**src/rtl/mseq_pkg.sv**
```systemverilog
package mseq_pkg;
  localparam int WORD_W   = 32;
  localparam int QUARTERS = 4;
  localparam int MUX_BIT  = 28;
  localparam int INCR_BIT = 29;
  localparam int ACK_BIT  = 30;
  localparam int LAST_BIT = 31;

  typedef struct packed {
    logic       running;
    logic [1:0] phase;
    logic       loadWord;
    logic       startAcc;
    logic       beatEnd;
    logic       burst;
  } ctlStrobes_t;
endpackage

```
**src/rtl/mseq_table.sv**
```systemverilog
module mseq_table #(
  parameter int DEPTH = 64,
  localparam int ADDR_W = $clog2(DEPTH)
) (
  input  logic                         clk,
  input  logic                         rst,
  input  logic                         busy,
  input  logic                         wrEn,
  input  logic [ADDR_W-1:0]            wrAddr,
  input  logic [mseq_pkg::WORD_W-1:0]  wrData,
  input  logic [ADDR_W-1:0]            rdAddr,
  output logic [mseq_pkg::WORD_W-1:0]  rdData
);
  logic [mseq_pkg::WORD_W-1:0] mem [DEPTH];

  always_ff @(posedge clk) begin
    if (rst) begin
      for (int k = 0; k < DEPTH; k++) mem[k] <= '0;
    end else if (wrEn && !busy) begin
      mem[wrAddr] <= wrData;
    end
  end

  assign rdData = mem[rdAddr];

  // writes while the pattern runs leave the table untouched
  assert_busy_write_ignored_R9: assert property (@(posedge clk) disable iff (rst)
    (wrEn && busy) |=> mem[$past(wrAddr)] == $past(mem[wrAddr]));
endmodule

```
**src/rtl/mseq_ctrl.sv**
```systemverilog
module mseq_ctrl
  import mseq_pkg::*;
#(
  parameter int DEPTH = 64,
  parameter int SLOT_WORDS = 8,
  localparam int ADDR_W = $clog2(DEPTH),
  localparam int SLOT_W = $clog2(SLOT_WORDS)
) (
  input  logic              clk,
  input  logic              rst,
  input  logic              reqValid,
  input  logic [1:0]        reqType,
  input  logic              lastBit,
  output logic [ADDR_W-1:0] wordIdx,
  output ctlStrobes_t       ctl
);
  logic              running;
  logic [1:0]        qPhase;
  logic [ADDR_W-1:0] pc;
  logic [1:0]        accType;
  logic              accept, isBeatEnd, slotEnd, endNow, loadWord;
  logic [ADDR_W-1:0] baseIdx;

  always_comb begin
    isBeatEnd = running && (qPhase == 2'd3);
    accept    = !running && reqValid && (qPhase == 2'd3);
    slotEnd   = &pc[SLOT_W-1:0];
    endNow    = isBeatEnd && (lastBit || slotEnd);
    baseIdx   = ADDR_W'(reqType) << SLOT_W;
    wordIdx   = accept ? baseIdx : pc + ADDR_W'(1);
    loadWord  = accept || (isBeatEnd && !endNow);
  end

  always_ff @(posedge clk) begin
    if (rst) begin
      running <= 1'b0;
      qPhase  <= 2'd0;
      pc      <= '0;
      accType <= 2'd0;
    end else begin
      qPhase <= qPhase + 2'd1;
      if (accept) begin
        running <= 1'b1;
        accType <= reqType;
      end else if (endNow) begin
        running <= 1'b0;
      end
      if (loadWord) pc <= wordIdx;
    end
  end

  assign ctl = '{running:  running,
                 phase:    qPhase,
                 loadWord: loadWord,
                 startAcc: accept,
                 beatEnd:  isBeatEnd,
                 burst:    accType[1]};

  // quarter counter advances by one each edge
  assert_phase_step_R10: assert property (@(posedge clk) disable iff (rst)
    !$past(rst) |-> qPhase == $past(qPhase) + 2'd1);

  // an access only begins after quarter 3
  assert_start_after_q3_R2: assert property (@(posedge clk) disable iff (rst)
    $rose(running) |-> $past(qPhase) == 2'd3);

  // the program counter never leaves the slot of its access type
  assert_slot_bound_R6: assert property (@(posedge clk) disable iff (rst)
    running |-> (pc >> SLOT_W) == ADDR_W'(accType));
endmodule

```
**src/rtl/mseq_datapath.sv**
```systemverilog
module mseq_datapath
  import mseq_pkg::*;
#(
  parameter int NUM_STROBES = 7,
  parameter int COL_W = 4
) (
  input  logic                   clk,
  input  logic                   rst,
  input  ctlStrobes_t            ctl,
  input  logic [WORD_W-1:0]      rdData,
  input  logic [COL_W-1:0]       reqCol,
  output logic                   lastBit,
  output logic [NUM_STROBES-1:0] strobeOut,
  output logic                   addrMuxSel,
  output logic                   xferAck,
  output logic [COL_W-1:0]       colAddr
);
  logic [WORD_W-1:0] curWord;
  logic              colStep;

  always_ff @(posedge clk) begin
    if (rst) curWord <= '0;
    else if (ctl.loadWord) curWord <= rdData;
  end

  assign colStep = ctl.beatEnd && ctl.burst && curWord[INCR_BIT];

  always_ff @(posedge clk) begin
    if (rst) colAddr <= '0;
    else if (ctl.startAcc) colAddr <= reqCol;
    else if (colStep) colAddr <= colAddr + COL_W'(1);
  end

  generate
    for (genvar i = 0; i < NUM_STROBES; i++) begin : g_strobe
      logic [QUARTERS-1:0] wave;
      assign wave = curWord[i*QUARTERS +: QUARTERS];
      assign strobeOut[i] = ctl.running ? wave[ctl.phase] : 1'b1;
    end
  endgenerate

  assign lastBit    = curWord[LAST_BIT];
  assign addrMuxSel = ctl.running && curWord[MUX_BIT];
  assign xferAck    = ctl.running && curWord[ACK_BIT];

  // the word stays put until the end of its bus clock
  assert_word_hold_R3: assert property (@(posedge clk) disable iff (rst)
    (ctl.running && ctl.phase != 2'd3) |=> $stable(curWord));

  // the column address only moves at a beat boundary
  assert_col_quiet_R7: assert property (@(posedge clk) disable iff (rst)
    (ctl.running && ctl.phase != 2'd3) |=> $stable(colAddr));

  // single accesses never move the column address
  assert_single_col_R8: assert property (@(posedge clk) disable iff (rst)
    (ctl.running && !ctl.burst) |=> $stable(colAddr));
endmodule

```
**src/rtl/mem_timing_seq.sv**
```systemverilog
module mem_timing_seq
  import mseq_pkg::*;
#(
  parameter int DEPTH = 64,
  parameter int SLOT_WORDS = 8,
  parameter int NUM_STROBES = 7,
  parameter int COL_W = 4,
  localparam int ADDR_W = $clog2(DEPTH)
) (
  input  logic                   clk,
  input  logic                   rst,
  input  logic                   tblWrEn,
  input  logic [ADDR_W-1:0]      tblWrAddr,
  input  logic [WORD_W-1:0]      tblWrData,
  input  logic                   reqValid,
  input  logic [1:0]             reqType,
  input  logic [COL_W-1:0]       reqCol,
  output logic [NUM_STROBES-1:0] strobeOut,
  output logic                   addrMuxSel,
  output logic                   xferAck,
  output logic [COL_W-1:0]       colAddr,
  output logic                   seqBusy,
  output logic [1:0]             quarterPhase
);
  ctlStrobes_t       ctl;
  logic [ADDR_W-1:0] wordIdx;
  logic [WORD_W-1:0] rdData;
  logic              lastBit;

  mseq_table #(.DEPTH(DEPTH)) u_table (
    .clk(clk), .rst(rst), .busy(ctl.running),
    .wrEn(tblWrEn), .wrAddr(tblWrAddr), .wrData(tblWrData),
    .rdAddr(wordIdx), .rdData(rdData));

  mseq_ctrl #(.DEPTH(DEPTH), .SLOT_WORDS(SLOT_WORDS)) u_ctrl (
    .clk(clk), .rst(rst), .reqValid(reqValid), .reqType(reqType),
    .lastBit(lastBit), .wordIdx(wordIdx), .ctl(ctl));

  mseq_datapath #(.NUM_STROBES(NUM_STROBES), .COL_W(COL_W)) u_dp (
    .clk(clk), .rst(rst), .ctl(ctl), .rdData(rdData), .reqCol(reqCol),
    .lastBit(lastBit), .strobeOut(strobeOut), .addrMuxSel(addrMuxSel),
    .xferAck(xferAck), .colAddr(colAddr));

  assign seqBusy      = ctl.running;
  assign quarterPhase = ctl.phase;
endmodule

```
**config.mk**
```make
export PLATFORM = sky130hd
export DESIGN_NAME = mem_timing_seq
export DESIGN_NICKNAME = d
export VERILOG_FILES = /design/src/rtl/mseq_pkg.sv /design/src/rtl/mseq_table.sv /design/src/rtl/mseq_ctrl.sv /design/src/rtl/mseq_datapath.sv /design/src/rtl/mem_timing_seq.sv
export SDC_FILE = /design/constraint.sdc
export NUM_CORES = 2
export LEC_CHECK = 0
export BUFFER_PORTS_ARGS = -buffer_cell sky130_fd_sc_hd__buf_2
export CAP_MARGIN = 20
export CORE_ASPECT_RATIO = 1.25
export CORE_MARGIN = 3
export CORE_UTILIZATION = 50
export CTS_CLUSTER_DIAMETER = 30
export DETAILED_ROUTE_END_ITERATION = 16
export PLACE_DENSITY = 0.65
export SYNTH_ARGS = -nofsm -noshare
export SYNTH_HDL_FRONTEND = slang
export SYNTH_SLANG_ARGS = --single-unit
```
**constraint.sdc**
```tcl
create_clock -name clk -period 4.64 [get_ports clk]
set_input_delay 0.464 -clock clk [delete_from_list [all_inputs] [get_ports clk]]
set_output_delay 0.464 -clock clk [all_outputs]
set_load 0.05 [all_outputs]
```
==> results.md <==
- The register bit count reported by yosys is 2094.
- The cell class contributing the biggest share of worst-path delay is compound AO/OA/AOI/OAI gates.
- Data on the critical path arrives at its endpoint at 5.16 ns.
- The placeable core area is 192800 um2.
- After global routing the overflow that remains totals 0.
- The ratio of final minimum period to clock period is 0.9353.
- Between clock sinks in the finished design, the worst skew comes to 0.06977 ns.
- The total power draw is 52.49 mW.
- CTS built an H-tree with a depth of 5.
- The post-CTS resize count is 0.
- The total power per unit cell area is 464.0 nW/um2.
- In this run the tool buffered the top-level ports with 63 buffer cells.
- The highest clock frequency the design can meet is 0.2304 GHz.
- The worst-case IR drop observed on VDD is 0.3295 mV.
- The tightest min-delay check is of the primary input to flop type.
- Counting both buffers and inverters, the worst setup path holds a total of 3.
- Once detailed placement completed, the half-perimeter wirelength came to 193.4 mm.
- After synthesis the cells add up to 97050 um2.
- In the final layout, the share of cells above drive strength 1 is 0.1745.
- The first global-routing pass estimated 451.7 mm of wire.
- The critical path launch point type is a flop.
- Setup violations remaining at the end of the flow were counted as 0.
- Leaving out fill and tap cells, the most frequent cell in the layout is sky130_fd_sc_hd__and2_1.
- The total routing usage reported by global routing is 0.3146.
- The number of buffers between clock root and the deepest sink is 4.
- The first detailed-routing pass ran for 6 iterations.
- The overall die height is 498.6 um.
- Setup repair after global routing left no endpoint under its margin.
- The effective utilization at floorplan is 0.5034.
- The analysis attributes to net switching a power of 11.73 mW.
- The die outline area is 199500 um2.
- Of the total synthesized cell area, the portion taken by XOR and XNOR cells is 0.0006962.
- The number of ports placed on the die boundary is 64.
- The buffer cell driving the clock tree root is sky130_fd_sc_hd__clkbuf_16.
- Of the total synthesized cell area, the portion taken by AND, OR, NAND and NOR gates is 0.1839.
- The total DRC errors in the routed layout is 0.
- The combinational family with the most area after synthesis is simple AND/OR/NAND/NOR gates.
- The signal on the critical path passes through ha_1 -> ha_4 -> inv_2 -> nor2_8 -> buf_12 -> buf_4 -> mux4_2 -> a211oi_1 -> o21ai_0 -> a32o_1.
- In the synthesized netlist the async set-or-reset flop fraction comes to 0.
- The TritonCTS clock tree is built.
- Synthesis instantiated 76 different standard cells from the library.
- The required time reported for the critical path endpoint is 5.46 ns.
- The portion of netlist area occupied by mux cells is 0.07024.
- Of the total synthesized cell area, the portion taken by full adders, half adders and majority gates is 0.0005157.
- Hold is met by 0.1112 ns.
- The most used flip-flop cell after synthesis is sky130_fd_sc_hd__edfxtp_1.
- The number of antenna violations at the first check in global routing is 26.
- The final layout net count is 7532.
- The transition time at the pin with the least slew margin is 1.239 ns.
- The final wirelength is 316.5 mm.
- The top cell types in the final layout, fill and taps aside, are sky130_fd_sc_hd__and2_1, sky130_fd_sc_hd__edfxtp_1, sky130_fd_sc_hd__nand2_1.
- The layout has 15030 filler cells.
- At the end of routability-driven placement, the weighted congestion stood at 0.9465.
- The number of endpoints with negative hold slack in the final report is 0.
- The compound-cell area share of the yosys netlist is 0.06675.
- Dividing the detail-routed wire length by the instance count gives 30.59 um.
- Synthesis handed over a netlist of 7508 instances.
- Across the run, the number of max-cap violations was 0.
- The critical-path maximum fanout is 35.
- In this run the horizontal extent of the chip is 400.1 um.
- The final max-slew violation count is 0.
- After detailed routing, the number of vias per cell comes to 6.186.
- Of the total power, registers draw 0.419.
- Setup slack on the critical path of the routed design comes to 0.3000 ns.
- The setup path with the least slack is of type flop to flop.
- The largest incremental delay on the critical path is 0.84 ns.
- The TritonCTS sink count is 2094.
- The pre-CTS setup slack is 0.4004 ns.
- For this design, the slowest cell found on the critical path is sky130_fd_sc_hd__a211oi_1.
- Entering global routing, the biggest net connects 107 pins.
- The Yosys step of the flow raised 0 warnings.
- Clock-pin slew was measured on the worst setup and hold paths at 0.05 ns.
- The sequential share of the synthesized area is 0.6432.
- Once the clock tree was built, the setup fixing pass inserted 0 buffers.
- The insertion delay of the later-clocked pin in the worst-skew pair is 0.95 ns.
- In this run the cell area measured after placement is 99920 um2.
- The endpoint type of the worst setup path is a flop.
- The area growth from synthesis to layout is 16.57%.
- The count of flip-flops with a built-in enable after synthesis is 2048.
- The final instance area is 113100 um2.
- Of the total power, the share spent switching nets is 0.2235.
- The flow ran to the end, and the final reports show no timing, DRC or antenna violations.
- The leakage power of the design is 39.45 nW.
- In this run, CTS created clock tree buffers numbering 392.
- A synthesized cell averages 12.93 um2.
- The count of vias placed by the detailed router is 64010.
- The violation count after the first detailed-routing iteration is 8158.
- The total number of placement rows is 180.
- The synthesized net count is 7560.
- The power share of the combinational group is 0.042.
- The aggregate negative setup slack is 0 ns.
- The remaining max-slew budget at the tightest pin is 0.1722.
- The time the final worst path needs with I/O delays and setup is 4.340 ns.
- The via count of the first global-routing pass is 62390.
- The number of nets with antenna violations after routing is 0.
- The cell-internal power is 40.76 mW.
- The clock network fraction of design power is 0.538.
registers in the layout (all words and copies together) (netlist names):
| name | count |
|---|---|
| u_dp.colAddr | 4 |
| u_ctrl.accType | 1 |
| u_ctrl.running | 1 |
| u_dp.curWord | 32 |
| u_ctrl.pc | 6 |
| u_ctrl.qPhase | 2 |
| u_table.mem | 2048 |
routing by layer:
| layer | wire, um | share of wire | vias to the layer above | GRT usage |
|---|---|---|---|---|
| met1 | 117000 | 0.37 | 32370 | 0.4119 |
| met2 | 145700 | 0.46 | 3785 | 0.4837 |
| met5 | 67 | 0.00021 | - | 0 |
| met3 | 34400 | 0.11 | 794 | 0.07913 |
| met4 | 19370 | 0.061 | 10 | 0.1672 |
| li1 | - | - | 27060 | - |
worst register-to-register path, cell delays in order, from the launching register on:
cell,delay (ns)
sky130_fd_sc_hd__dfxtp_4,0.63
sky130_fd_sc_hd__ha_1,0.29
sky130_fd_sc_hd__ha_4,0.28
sky130_fd_sc_hd__inv_2,0.10
sky130_fd_sc_hd__nor2_8,0.38
sky130_fd_sc_hd__buf_12,0.31
sky130_fd_sc_hd__buf_4,0.33
sky130_fd_sc_hd__mux4_2,0.33
sky130_fd_sc_hd__a211oi_1,0.84
sky130_fd_sc_hd__o21ai_0,0.37
sky130_fd_sc_hd__a32o_1,0.35
final timing paths:
path | from | to | slack (ns) | cells after the start
max | u_ctrl.pc[0] | u_dp.curWord[17] | 0.30 | 10
min | tblWrData[14] | u_table.mem[56][14] | 0.11 | 2
max reg2reg | u_ctrl.pc[0] | u_dp.curWord[17] | 0.30 | 10
min reg2reg | u_ctrl.accType[1] | u_ctrl.accType[1] | 0.46 | 2
cell usage after synthesis (10+ instances only):
cell type,count,area (um2)
sky130_fd_sc_hd__o22ai_1,119,744.5
sky130_fd_sc_hd__buf_1,51,191.4
sky130_fd_sc_hd__a22oi_1,44,330.3
sky130_fd_sc_hd__and2_1,2054,12850
sky130_fd_sc_hd__or3_1,25,156.4
sky130_fd_sc_hd__mux2_2,79,889.6
sky130_fd_sc_hd__a31oi_1,89,556.8
sky130_fd_sc_hd__o2111ai_1,15,131.4
sky130_fd_sc_hd__edfxtp_1,2048,61500
sky130_fd_sc_hd__nor2b_1,60,375.4
sky130_fd_sc_hd__nor3_1,13,65.06
sky130_fd_sc_hd__buf_2,135,675.7
sky130_fd_sc_hd__nand3_1,148,740.7
sky130_fd_sc_hd__mux4_2,131,2950
sky130_fd_sc_hd__a211oi_1,109,818.3
sky130_fd_sc_hd__a32o_1,14,140.1
sky130_fd_sc_hd__or2_2,66,412.9
sky130_fd_sc_hd__a2111oi_0,10,87.58
sky130_fd_sc_hd__o211a_1,15,150.1
sky130_fd_sc_hd__clkbuf_1,510,1914
sky130_fd_sc_hd__a221o_1,12,120.1
sky130_fd_sc_hd__o221ai_1,44,385.4
sky130_fd_sc_hd__nor4_1,11,68.82
sky130_fd_sc_hd__nand2_1,530,1989
sky130_fd_sc_hd__buf_4,46,345.3
sky130_fd_sc_hd__dfxtp_1,46,920.9
sky130_fd_sc_hd__mux2i_1,296,2963
sky130_fd_sc_hd__o211ai_1,21,157.7
sky130_fd_sc_hd__o21ai_0,135,675.7
sky130_fd_sc_hd__nor2_1,179,671.9
sky130_fd_sc_hd__a311o_1,20,200.2
sky130_fd_sc_hd__buf_6,21,236.5
sky130_fd_sc_hd__a311oi_1,27,236.5
sky130_fd_sc_hd__or4_1,10,75.07
sky130_fd_sc_hd__a21oi_1,234,1171
sky130_fd_sc_hd__and3_1,28,175.2
through the flow:
stage          instances  utilization
4_1_cts            10340       0.5867
6_report           10350       0.5868
3_3_place_gp        9628       0.5182
5_1_grt            10340       0.5868
2_1_floorplan       7508            -
3_5_place_dp        9629       0.5183
cells by family (layout without fill, tap and decap cells):
group	count (synthesis)	after routing
AND/OR/NAND/NOR	3154	3154
flip-flops	2094	2094
AO/OA/AOI/OAI	977	977
buffers and inverters	766	1051
multiplexers	507	507
XOR/XNOR	6	6
adder cells (fa/ha/maj)	4	4
other	0	7
power groups by stage:
stage                     Clock, mW  Combinational, mW  Sequential (mW)
final                          28.2               2.23             22.0
after global routing           29.3               2.31             22.1
after CTS                      28.4               2.21             22.0
after detailed placement          0               2.20             22.4
after global placement            0               2.18             22.3
after floorplan                   0               1.17             22.2
final cells by class:
class,count,area [um2],area share
repair buffers,341,2818,0.02491
well taps,2548,3188,0.02818
diodes,7,17.52,0.0001548
clock buffers,429,10110,0.08941
inverters,3,11.26,0.00009954
flip-flops and latches,2094,62420,0.5518
multi-input cells,4648,31530,0.2787
clock inverters,278,3030,0.02679
timing repair:
| action | 4_1_cts | 5_1_grt |
|---|---|---|
| setup endpoints to repair | 0 | 0 |
| hold buffers | 5 | 0 |
| hold endpoints to repair | 5 | 0 |
No activity file was read; power rests on OpenSTA's default activity.
